<file path="config.mk">
export PLATFORM = sky130hd
export DESIGN_NAME = spi_rx_ready
export DESIGN_NICKNAME = d
export VERILOG_FILES = /design/src/rtl/spi_rx_pkg.sv /design/src/rtl/spi_rx_sync.sv /design/src/rtl/spi_rx_shift.sv /design/src/rtl/spi_rx_store.sv /design/src/rtl/spi_rx_ready.sv
export SDC_FILE = /design/constraint.sdc
export NUM_CORES = 1
export LEC_CHECK = 0
export ABC_AREA = 1
export CAP_MARGIN = 5
export CORE_MARGIN = 1
export CORE_UTILIZATION = 45
export DETAILED_ROUTE_END_ITERATION = 10
export DONT_BUFFER_PORTS = 1
export GPL_TIMING_DRIVEN = 0
export HOLD_SLACK_MARGIN = 0.05
export SYNTH_ARGS = -nofsm -noshare
export SYNTH_HDL_FRONTEND = slang
export SYNTH_SLANG_ARGS = --single-unit
</file>
<file path="constraint.sdc">
create_clock -name clk -period 2.81 [get_ports clk]
set_input_delay 0.562 -clock clk [delete_from_list [all_inputs] [get_ports clk]]
set_output_delay 0.562 -clock clk [all_outputs]
set_load 0.05 [all_outputs]
</file>
<file path="src/rtl/spi_rx_pkg.sv">
package spi_rx_pkg;
    localparam int STORE_W    = 64;
    localparam int MAX_WORD_W = 32;
    localparam int MAX_ENT    = STORE_W / 8;
    localparam int PTR_W      = $clog2(MAX_ENT);
    localparam int LVL_W      = PTR_W + 1;
    localparam int BCNT_W     = $clog2(MAX_WORD_W);
    localparam int SH_W       = $clog2(STORE_W);

    typedef enum logic [1:0] {
        WS_8  = 2'd0,
        WS_16 = 2'd1,
        WS_32 = 2'd2
    } wsize_e;

    typedef struct packed {
        logic                  vld;
        logic [MAX_WORD_W-1:0] data;
    } rx_word_t;

    function automatic wsize_e ws_decode(input logic [1:0] code);
        case (code)
            2'd1:    return WS_16;
            2'd2:    return WS_32;
            default: return WS_8;
        endcase
    endfunction

    function automatic logic [5:0] ws_bits(input wsize_e w);
        case (w)
            WS_16:   return 6'd16;
            WS_32:   return 6'd32;
            default: return 6'd8;
        endcase
    endfunction

    function automatic logic [MAX_WORD_W-1:0] ws_mask(input wsize_e w);
        logic [63:0] m;
        m = (64'd1 << ws_bits(w)) - 64'd1;
        return m[MAX_WORD_W-1:0];
    endfunction

    // number of words the fixed store holds at this word size
    function automatic logic [LVL_W-1:0] ws_cap(input wsize_e w);
        return LVL_W'(STORE_W / int'(ws_bits(w)));
    endfunction

    // three-quarter mark: 6 of 8, 3 of 4, 2 of 2
    function automatic logic [LVL_W-1:0] ws_thr(input wsize_e w);
        return ws_cap(w) - (ws_cap(w) >> 2);
    endfunction
endpackage

</file>
<file path="src/rtl/spi_rx_sync.sv">
module spi_rx_sync #(
    parameter int               WIDTH   = 3,
    parameter int               STAGES  = 2,
    parameter logic [WIDTH-1:0] RST_VAL = '0
) (
    input  logic             clk,
    input  logic             rst,
    input  logic [WIDTH-1:0] d,
    output logic [WIDTH-1:0] q
);
    logic [STAGES-1:0][WIDTH-1:0] stg;

    always_ff @(posedge clk) begin
        if (rst) begin
            for (int i = 0; i < STAGES; i++) stg[i] <= RST_VAL;
        end else begin
            stg[0] <= d;
            for (int i = 1; i < STAGES; i++) stg[i] <= stg[i-1];
        end
    end

    assign q = stg[STAGES-1];
endmodule

</file>
<file path="src/rtl/spi_rx_shift.sv">
module spi_rx_shift
    import spi_rx_pkg::*;
(
    input  logic     clk,
    input  logic     rst,
    input  logic     sck_s,
    input  logic     cs_n_s,
    input  logic     mosi_s,
    input  logic     flush,
    input  wsize_e   ws,
    output rx_word_t word_o
);
    logic                  sck_d;
    logic [MAX_WORD_W-1:0] sr;
    logic [BCNT_W-1:0]     cnt;
    logic                  sck_rise;
    logic                  last_bit;
    logic [MAX_WORD_W-1:0] sr_nxt;

    assign sck_rise = sck_s & ~sck_d & ~cs_n_s;
    assign last_bit = (cnt == BCNT_W'(ws_bits(ws) - 6'd1));
    assign sr_nxt   = {sr[MAX_WORD_W-2:0], mosi_s};

    always_ff @(posedge clk) begin
        if (rst) begin
            sck_d  <= 1'b0;
            sr     <= '0;
            cnt    <= '0;
            word_o <= '0;
        end else begin
            sck_d      <= sck_s;
            word_o.vld <= 1'b0;
            if (cs_n_s || flush) begin
                cnt <= '0;
            end else if (sck_rise) begin
                sr <= sr_nxt;
                if (last_bit) begin
                    cnt         <= '0;
                    word_o.vld  <= 1'b1;
                    word_o.data <= sr_nxt & ws_mask(ws);
                end else begin
                    cnt <= cnt + 1'b1;
                end
            end
        end
    end
endmodule

</file>
<file path="src/rtl/spi_rx_store.sv">
// Ring over a fixed 64-bit store. Pointer slots below cap/2 form one half,
// the rest the other, so the writer fills one half while the reader drains
// the other and wraps back: the ping-pong pair falls out of the ring order.
module spi_rx_store
    import spi_rx_pkg::*;
(
    input  logic                  clk,
    input  logic                  rst,
    input  logic                  flush,
    input  wsize_e                ws,
    input  rx_word_t              wr_i,
    input  logic                  rd_en,
    output logic [MAX_WORD_W-1:0] rd_data,
    output logic                  rd_valid,
    output logic [LVL_W-1:0]      level,
    output logic                  drop_o
);
    logic [STORE_W-1:0] mem;
    logic [PTR_W-1:0]   wp, rp;
    logic [LVL_W-1:0]   cnt;
    logic [LVL_W-1:0]   cap;
    logic               full, push, pop;
    logic [SH_W-1:0]    wsh, rsh;

    function automatic logic [PTR_W-1:0] ptr_inc(input logic [PTR_W-1:0] p,
                                                  input logic [LVL_W-1:0] c);
        return (LVL_W'(p) == c - 1'b1) ? '0 : p + 1'b1;
    endfunction

    assign cap  = ws_cap(ws);
    assign full = (cnt == cap);
    assign push = wr_i.vld && !full && !flush;
    assign pop  = rd_en && (cnt != '0) && !flush;
    assign wsh  = SH_W'(int'(wp) * int'(ws_bits(ws)));
    assign rsh  = SH_W'(int'(rp) * int'(ws_bits(ws)));

    always_ff @(posedge clk) begin
        if (rst) begin
            mem <= '0;
            wp  <= '0;
            rp  <= '0;
            cnt <= '0;
        end else if (flush) begin
            wp  <= '0;
            rp  <= '0;
            cnt <= '0;
        end else begin
            if (push) begin
                mem <= (mem & ~(STORE_W'(ws_mask(ws)) << wsh))
                     | (STORE_W'(wr_i.data & ws_mask(ws)) << wsh);
                wp  <= ptr_inc(wp, cap);
            end
            if (pop) rp <= ptr_inc(rp, cap);
            case ({push, pop})
                2'b10:   cnt <= cnt + 1'b1;
                2'b01:   cnt <= cnt - 1'b1;
                default: cnt <= cnt;
            endcase
        end
    end

    assign rd_data  = MAX_WORD_W'(mem >> rsh) & ws_mask(ws);
    assign rd_valid = (cnt != '0);
    assign level    = cnt;
    assign drop_o   = wr_i.vld && full && !flush;
endmodule

</file>
<file path="src/rtl/spi_rx_ready.sv">
module spi_rx_ready
    import spi_rx_pkg::*;
#(
    parameter int SYNC_STAGES = 2
) (
    input  logic                  clk,
    input  logic                  rst,
    input  logic                  spi_sck,
    input  logic                  spi_cs_n,
    input  logic                  spi_mosi,
    input  logic [1:0]            cfg_wsize,
    input  logic                  rd_en,
    output logic [MAX_WORD_W-1:0] rd_data,
    output logic                  rd_valid,
    output logic                  ready,
    input  logic                  ovf_clr,
    output logic                  overflow
);
    logic [2:0]       pins_s;
    logic             sck_s, cs_n_s, mosi_s;
    wsize_e           ws_q;
    logic             flush;
    rx_word_t         wr_word;
    logic [LVL_W-1:0] level;
    logic             drop;

    spi_rx_sync #(
        .WIDTH  (3),
        .STAGES (SYNC_STAGES),
        .RST_VAL(3'b010)
    ) u_sync (
        .clk(clk),
        .rst(rst),
        .d  ({spi_sck, spi_cs_n, spi_mosi}),
        .q  (pins_s)
    );
    assign {sck_s, cs_n_s, mosi_s} = pins_s;

    // word size is only taken while the host is deselected
    assign flush = cs_n_s && (ws_decode(cfg_wsize) != ws_q);

    always_ff @(posedge clk) begin
        if (rst) ws_q <= WS_8;
        else if (flush) ws_q <= ws_decode(cfg_wsize);
    end

    spi_rx_shift u_shift (
        .clk   (clk),
        .rst   (rst),
        .sck_s (sck_s),
        .cs_n_s(cs_n_s),
        .mosi_s(mosi_s),
        .flush (flush),
        .ws    (ws_q),
        .word_o(wr_word)
    );

    spi_rx_store u_store (
        .clk     (clk),
        .rst     (rst),
        .flush   (flush),
        .ws      (ws_q),
        .wr_i    (wr_word),
        .rd_en   (rd_en),
        .rd_data (rd_data),
        .rd_valid(rd_valid),
        .level   (level),
        .drop_o  (drop)
    );

    always_ff @(posedge clk) begin
        if (rst) begin
            ready    <= 1'b1;
            overflow <= 1'b0;
        end else begin
            ready    <= (level < ws_thr(ws_q));
            overflow <= (overflow & ~ovf_clr) | drop;
        end
    end
endmodule

</file>
## Word-level counts from Yosys, hierarchy flattened

Cells that the tools add are included.

| word-level totals | value |
|---|---|
| memories kept | 0 |
| flip-flop bits (word level) | 154 |
| latch bits | 0 |
| ROM bits | 0 |
| word-level logic and storage cells | 96 |
| output and inout port bits | 35 |
| bits in writable memories | 0 |

| operators by class | value |
|---|---|
| muxes and demuxes | 15 |
| order comparisons | 1 |
| equal/unequal tests | 11 |
| shift operators | 6 |
| divide/modulo/power cells | 2 |
| reduce and logical (&&, ||, !) cells | 18 |
| bitwise operators | 16 |
| add/sub/neg operators | 11 |
| multiply operators | 2 |

Operator list:

| cell | count |
|---|---|
| $and 32x32->32 | 3 |
| $shl 1x6->32 const A | 3 |
| $sub 32x1->32 const B | 3 |
| $and 64x64->64 | 1 |
| $div 8x7->32 const A | 2 |
| $not 64->64 | 1 |
| $or 64x64->64 | 1 |
| $shl 32x6->64 | 1 |
| $shl 64x6->64 | 1 |
| $shr 64x6->32 | 1 |
| $mux 6 | 8 |
| $mux 33 | 1 |
| $mul 3x6->6 | 2 |
| $pmux 6 s2 | 1 |
| $eq 3x4->1 | 2 |
| $pmux 4 s2 | 1 |
| $sub 4x1->4 const B | 2 |
| $logic_and 1x1->1 | 7 |
| $add 3x1->3 const B | 2 |
| $eq 2x1->1 const B | 3 |
| $eq 2x2->1 const B | 3 |
| $mux 3 | 2 |
| $not 1->1 | 6 |
| $add 5x1->5 const B | 1 |
| 19 further kinds | 24 |

## Longest topological paths before layout

Gate-level depths: netlist of the first run.

| logic depth | value |
|---|---|
| depth in word-level cells | 16 |
| mapped depth | 20 |
| mapped depth without buffers | 17 |

## Hierarchy

A second synthesis of the first run with hierarchy kept.

| second synthesis, totals | value |
|---|---|
| cell total of the unflattened synthesis | 1,547 |
| area, all modules | 9,673.0 um^2 |

By module, submodules not included:

| module | times used | area an instance (um^2) | sequential area each (um^2) | cells an instance |
|---|---|---|---|---|
| spi_rx_store | 1 | 6,328.6 | 1,481.4 | 1,095 |
| spi_rx_shift | 1 | 2,822.7 | 1,401.3 | 380 |
| spi_rx_ready | 1 | 330.3 | 80.1 | 50 |
| spi_rx_sync | 1 | 191.4 | 120.1 | 22 |

## Least setup slack after synthesis of the first run

OpenSTA, ideal clock, no wires.

| path | value |
|---|---|
| kind | reg2out |
| from | reg ws_q[0] |
| to | out rd_data[0] |
| data required time | 2.248 ns |
| path slack | -1.100 ns |
| arrival | 3.348 ns |
| stages on the path, launching flop included | 14 |
| cell sequence | dfxtp_1 -> inv_1 -> ha_1 -> buf_2 -> buf_2 -> nand2_1 -> inv_1 -> ha_1 -> clkbuf_1 -> clkinv_1 -> clkbuf_1 -> o211ai_1 -> a21oi_1 -> nor3_1 |

| between the ends | value |
|---|---|
| cells in the longest elaborated chain, start to end | 5 |
| elaborated cells between the ends (all ways) | 8 |
| those cells by class | 1 x add/sub; 1 x mul; 2 x eq/ne; 2 x shift; 1 x mux; 1 x bitwise |

RTL lines:

| what | line | source |
|---|---|---|
| start, declared | spi_rx_ready.sv:21 | `wsize_e ws_q;` |
| start signal, assigned | spi_rx_ready.sv:44 | `else if (flush) ws_q <= ws_decode(cfg_wsize);` |
| $eq 2x2->1 / $eq 2x1->1 (equally long branches) | spi_rx_pkg.sv:30 | `case (w)` |
| $pmux 6 s2 * | spi_rx_pkg.sv:30 |  |
| $mul 3x6->6 / $shl 1x6->32 (equally long branches) | spi_rx_store.sv:35, spi_rx_pkg.sv:39 |  |
| $shr 64x6->32 / $sub 32x1->32 (equally long branches) | spi_rx_store.sv:62, spi_rx_pkg.sv:39 |  |
| $and 32x32->32 * | spi_rx_store.sv:62 | `assign rd_data = MAX_WORD_W'(mem >> rsh) & ws_mask(ws);` |
| end, declared | spi_rx_ready.sv:13 | `output logic [MAX_WORD_W-1:0] rd_data,` |

Every way passes the cells marked *; elsewhere a longest branch is shown, timed or not.

## Worst setup path after layout of the first run

| path | value |
|---|---|
| from | reg ws_q[0] |
| to | out rd_data[31] |

The elaborated chain is that of the path after synthesis.

==> out/qor.txt, run 1 <==
status -> complete, but fails checks
failing checks -> negative setup slack
Buf+Inv Stages, Crit Path -> 7
grt total ovfl -> 0
RSZ-0062 raised after global routing -> yes
area share of the largest cell type after synthesis -> 0.3167
fmax -> 0.2985 GHz
Final nets -> 1649
Tcrit/Tclk final -> 1.192
Tmin final -> 3.350 ns
vias per std cell -> 5.652
Starting Density -> 0.4616
cell taking the most area after synthesis -> dfxtp_1
area grow syn2layout -> 24.95%
Residual DRC -> 0
H-tree levels -> 4
crit-path cells -> inv_4 -> ha_4 -> buf_8 -> buf_12 -> nand2_4 -> inv_4 -> ha_4 -> clkinv_8 -> clkbuf_16 -> buf_12 -> nand2_1 -> a21oi_1 -> nor3_4
Die X -> 149.1 um
synthesized area per cell -> 6.188 sq um
Netlist Area Pre-Place -> 9734 sq um
VDD IR max -> 0.3127 mV
critical path fanouts, max -> 7
root buffer cell -> clkbuf_16
setup violators final -> 32
Core ar. -> 21090 sq um
Ys Warns -> 0
worst skew pair latency -> 0.45 ns
Setup TNS Final -> -16.17 ns
Die ar. -> 22220 sq um
Post-synth top cells -> nand2_1 (533), a21oi_1 (189), dfxtp_1 (154)
sequential share of the synthesized area -> 0.3167
number of global-route vias before repair -> 10072
Post-synth EDFFs -> 0
Max Slew Vio Count -> 0
asr flop ratio synth -> 0
Fill cells -> 2126
Clock transition at path regs -> 0.09 ns
share of post-route cells with drive strength above 1 -> 0.1846
power consumption -> 5.540 mW
Pwr per Cell Area -> 455.5 nW/um^2
Top delay family on crit path -> buffers and inverters
All-Layer GR Usage -> 0.3528
CP max-delay cell -> nor3_4
Antenna Nets Post-Route -> 0
worst slew pin tran -> 1.180 ns
CTS Hold Buffers Added -> 0
Top Ports -> 44
clock tree sinks -> 154
DP Area -> 10530 sq um
initial antenna violation count -> 0
chip height -> 149.1 um
DRT iter0 DRCs -> 951
top-count cell post-synth -> nand2_1
#FFs+latches synth -> 154
worst setup path class -> register to output port
Critical Path End Type -> output port
CP Launch Type -> register
Leak Pwr -> 4.907 nW
dpl hpwl -> 29.77 mm
largest net degree at the start of global routing -> 21
Port Buffers -> 0
wire per inst -> 20.27 um
final WL -> 38.74 mm
CTS tree -> done
Hold WC Path Type -> input port to register
Vias -> 10801
Mapped Cells -> 1573
CTS Buf Count -> 17
gp weighted congestion -> 1.051
critical path arrival -> 2.79 ns
ys flop type -> dfxtp_1
global-route wire length before repair -> 58.41 mm
final hold vios -> 0
Mapped Nets -> 1599
Largest stage delay, worst path -> 0.48 ns
synth unique cells -> 40
Max-Cap Viols -> 0
Slew headroom -> 0.2134
1st-pass router iterations -> 9
dominant cells by area after synthesis -> dfxtp_1 (32%), nand2_1 (21%), a21oi_1 (9.7%), nand3_1 (7.1%), o21ai_0 (4.8%)
Clock Path Buffers -> 2
setup ws final -> -0.5399 ns
# rows -> 53
antenna fix cells -> 0
Worst Skew -> 0.02135 ns
design area -> 12160 sq um
data required time at the worst endpoint -> 2.25 ns
==> per-stage QoR <==
step | std cells | worst slack [ns] | hold WS, ns | util
2_1_floorplan | 1573 | -0.04991 | 0.3883 | -
5_1_grt | 1911 | -0.6275 | 0.2173 | 0.5768
3_3_place_gp | 1848 | -0.5518 | 0.3905 | 0.4992
6_report | 1911 | -0.5399 | 0.2069 | 0.5768
3_5_place_dp | 1848 | -0.5708 | 0.3979 | 0.4993
4_1_cts | 1905 | -0.5603 | 0.2035 | 0.5590
==> state kept, by name (all words and copies together), names as in the netlist <==
name and flops:
overflow 1, ready 1, u_shift.cnt 5, u_shift.sck_d 1, u_shift.sr 31, u_shift.word_o 33, u_store.level 4, u_store.mem 64
u_store.rp 3, u_store.wp 3, u_sync.q 3, u_sync.stg 3, ws_q 2
==> placed cells by master (no fill, tap or decap), types with 9 or more instances in the layout <==
cell and instances:
a21oi_1 156, a21oi_2 20, a21oi_4 14, a31oi_1 11, buf_2 28, buf_4 43, buf_6 13, clkbuf_1 27
clkbuf_16 19, dfxtp_1 152, ha_1 9, inv_1 90, mux2i_1 23, nand2_1 524, nand2_2 15, nand3_1 134
nor2_1 68, nor2_4 13, nor3_1 10, nor3_4 23, o21ai_0 64, o21ai_1 27, o21ai_2 12
==> path summary, 6_finish.rpt <==
kind                                     from          endpoint  slack, ns  cells after the start
worst max-delay path                  ws_q[0]       rd_data[31]      -0.54                     13
worst min register to register  u_sync.stg[0]       u_sync.q[0]       0.41                      2
worst max register to register        ws_q[0]  u_store.level[3]       0.04                     20
worst min-delay path                 spi_mosi     u_sync.stg[0]       0.21                      2
==> power by group <==
group / internal (mW) / total, mW / switching, mW
sequential: 2.20 / 2.21 / 0.0111
combinational: 0.252 / 0.860 / 0.608
clock: 1.24 / 2.47 / 1.24
total: 3.68 / 5.54 / 1.85
==> cell type report <==
cell class                 count  area, sq um  area share
multi-input combinational   1205         6625      0.5447
sequential                   154         3088      0.2539
buffer                       105        713.2     0.05864
clock buffer                  17        425.4     0.03498
inverter                     104        422.9     0.03477
tap                          275        344.1     0.02829
timing repair buffer          36        332.8     0.02736
clock inverter                15        211.5     0.01739
==> cell families (layout without fill, tap and decap cells) <==
group / after synthesis / after routing / share of synthesized area
XOR/XNOR: 11 / 11 / 0.009898
AND/OR/NAND/NOR: 817 / 817 / 0.3497
flip-flops: 154 / 154 / 0.3167
multiplexers: 23 / 23 / 0.02365
adder cells (fa/ha/maj): 17 / 17 / 0.02262
buffers and inverters: 214 / 277 / 0.09550
AO/OA/AOI/OAI: 336 / 336 / 0.1815
other: 1 / 1 / 0.0003852
==> layer usage <==
layer | GRT usage | up-vias | wire length (um)
met5 | 0 | - | 0
met4 | 0.2020 | 0 | 1973
met3 | 0.04618 | 103 | 2386
met2 | 0.5726 | 403 | 18050
met1 | 0.4496 | 5015 | 16330
li1 | - | 5280 | -
==> what timing repair did <==
action	4_1_cts	5_1_grt
endpoints found under the hold margin	0	0
resized for setup	123	105
setup buffers	24	11
gates cloned	3	0
pin swaps	35	43
endpoints found under the setup margin	92	98
(Power assumes the default switching activity.)
==> run 2, diff against run 1 <==
--- a/config.mk
+++ b/config.mk
@@ -7,12 +7,12 @@
 export LEC_CHECK = 0
 export ABC_AREA = 1
 export CAP_MARGIN = 5
-export CORE_MARGIN = 1
+export CORE_MARGIN = 2
 export CORE_UTILIZATION = 45
 export DETAILED_ROUTE_END_ITERATION = 10
 export DONT_BUFFER_PORTS = 1
-export GPL_TIMING_DRIVEN = 0
 export HOLD_SLACK_MARGIN = 0.05
+export MAX_ROUTING_LAYER = met4
 export SYNTH_ARGS = -nofsm -noshare
 export SYNTH_HDL_FRONTEND = slang
 export SYNTH_SLANG_ARGS = --single-unit
==> run 2 against run 1 <==
Against the previous run:
- the run still ends with negative setup slack left
- sequential cell count did not move
- sequential share of layout area is 1.1 points lower
- total power down 1.4%
- sequential power barely moved
- via count fell by 2.3%
- count of clock-buffer cells in the layout is 2 higher
- non-clock buffer count decreased by 24
- register-to-register slack gained 0.13 ns
- global-route usage shrank 6.2 points
==> out/qor.txt, run 2 (synthesized netlist as in run 1, its figures left out) <==
status -> complete, but fails checks
failing checks -> negative setup slack
CTS Buf Count -> 17
Leak Pwr -> 5.074 nW
dpl hpwl -> 22.17 mm
critical path arrival -> 2.53 ns
multi-input logic area -> 6670 sq um
WHS Endpoint -> overflow
DRT iter0 DRCs -> 876
Largest regs -> u_store.mem (64), u_shift.word_o (33), u_shift.sr (31)
vias per std cell -> 5.590
Die ar. -> 22820 sq um
root buffer cell -> clkbuf_16
VDD IR max -> 0.3458 mV
1st-pass router iterations -> 6
gp weighted congestion -> 0.9128
Core ar. -> 21150 sq um
fmax -> 0.3237 GHz
All-Layer GR Usage -> 0.2910
Port Buffers -> 0
Psw -> 1.543 mW
share of post-route cells with drive strength above 1 -> 0.1860
setup ws final -> -0.2794 ns
Starting Density -> 0.4602
data required time at the worst endpoint -> 2.25 ns
Seq. cell area -> 3090 sq um
Max-Cap Viols -> 0
Hold Crit Start -> rst
# rows -> 53
Residual DRC -> 0
DP Area -> 11230 sq um
Final Core Density -> 0.6015
max reg flops -> 64
global-route wire length before repair -> 50.74 mm
commonest non-fill, non-tap cells in the layout -> nand2_1 (528), dfxtp_1 (152), a21oi_1 (149)
flop2flop setup slack -> 0.17 ns
Worst Skew -> 0.01381 ns
final WL -> 31.59 mm
critical path fanouts, max -> 24
commonest non-fill, non-tap cell in the layout -> nand2_1
Vias -> 10554
Final nets -> 1626
CP Launch Type -> register
hold depth -> 1
sw frac -> 0.2826
clock tree sinks -> 154
grt total ovfl -> 0
final hold vios -> 0
worst slew pin tran -> 0.6781 ns
design area -> 12720 sq um
Die X -> 151.1 um
Antenna Nets Post-Route -> 0
Fill cells -> 1981
Biggest register -> u_store.mem
Hold WC Path Type -> input port to register
Clk pwr share -> 0.456
origin of the critical flop-to-flop path -> ws_q[0]
Top Ports -> 44
Tcrit/Tclk final -> 1.099
Clock Path Buffers -> 2
Max Slew Vio Count -> 0
H-tree levels -> 4
Tmin final -> 3.089 ns
wire per inst -> 16.73 um
Worst R2R End -> u_store.level[3]
Clock transition at path regs -> 0.07 ns
chip height -> 151.1 um
cell mode on critical path -> buf_4
reg2reg path depth -> 18
worst skew pair latency -> 0.43 ns
area grow syn2layout -> 30.72%
Seq pwr share -> 0.405
cell-internal power -> 3.917 mW
Setup TNS Final -> -7.475 ns
Critical Path End Type -> output port
Pwr per Cell Area -> 429.1 nW/um^2
combinational power share -> 0.139
CP max-delay cell -> dfxtp_4
Slew headroom -> 0.5479
antenna fix cells -> 0
crit-path cells -> inv_4 -> ha_4 -> buf_4 -> nand2_8 -> buf_4 -> nand2_1 -> o21ai_0 -> nor2_1 -> a211oi_4 -> nor3_4 -> buf_12
setup violators final -> 32
worst setup path class -> register to output port
number of global-route vias before repair -> 9566
non-filler cells, final -> 1888
dpl cells -> 1842
Largest stage delay, worst path -> 0.37 ns
CTS tree -> done
initial antenna violation count -> 0
largest net degree at the start of global routing -> 124
RSZ-0062 raised after global routing -> yes
-- run 2: changes by cell type in the layout (fill, tap and decap cells not counted), sizes merged --
cell / delta
clkinvlp: +2
bufinv: +3
buf: +22
clkbuf: -45
clkinv: -3
bufbuf: +1
inv: -3
-- run 2: worst max-delay path, delay by kind of cell (launching register included) --
family | cells | cell delay (ns)
flip-flops | 1 | 0.37
AO/OA/AOI/OAI | 2 | 0.23
adder cells (fa/ha/maj) | 1 | 0.28
buffers and inverters | 4 | 0.56
AND/OR/NAND/NOR | 4 | 0.64
-- run 2: layout make-up --
class | count | area share
multi-input combinational | 1205 | 0.5242
tap | 275 | 0.02704
inverter | 104 | 0.03314
timing repair buffer | 117 | 0.1222
timing repair inverter | 1 | 0.0006883
clock buffer | 19 | 0.03559
sequential | 154 | 0.2429
clock inverter | 13 | 0.01426
-- run 2: timing repair --
action	CTS	global route
cloned	4	1
hold buffers	0	0
pin swaps	17	25
resized for setup	101	60
endpoints found under the setup margin	32	99
buffers inserted	9	5
-- run 2: worst max-delay path by stage --
stage	from	cells after the start	end	slack, ns
floorplan	ws_q[0]	15	rd_data[24]	-0.05
global placement	ws_q[0]	14	rd_data[8]	0.04
detailed placement	ws_q[0]	14	rd_data[8]	0.03
CTS	ws_q[0]	14	rd_data[24]	-0.28
global route	ws_q[0]	14	rd_data[16]	-0.40
finish	ws_q[0]	11	rd_data[2]	-0.28
-- run 2: through the flow --
stage                     hold slack (ns)  setup slack, ns  power (mW)
final                              0.2015          -0.2794       5.460
after global placement             0.3888          0.03780       2.891
after detailed placement           0.3940          0.02811       2.892
after global routing               0.1974          -0.3975       5.636
after CTS                          0.1816          -0.2836       5.405
after floorplan                    0.3883         -0.04991       2.703
-- run 2: power by group through the flow --
stage / Sequential [mW] / Combinational (mW) / Clock, mW
3_5_place_dp: 2.26 / 0.633 / 0
2_1_floorplan: 2.26 / 0.448 / 0
4_1_cts: 2.21 / 0.679 / 2.52
5_1_grt: 2.21 / 0.811 / 2.62
6_report: 2.21 / 0.759 / 2.49
3_3_place_gp: 2.26 / 0.633 / 0
-- run 2: layer usage --
| layer | up-vias | track usage | wire length (um) |
|---|---|---|---|
| met4 | 0 | 0.09112 | 902 |
| met5 | - | - | 0 |
| met1 | 4936 | 0.4071 | 14920 |
| met2 | 343 | 0.4314 | 13660 |
| met3 | 64 | 0.04639 | 2101 |
| li1 | 5211 | - | - |
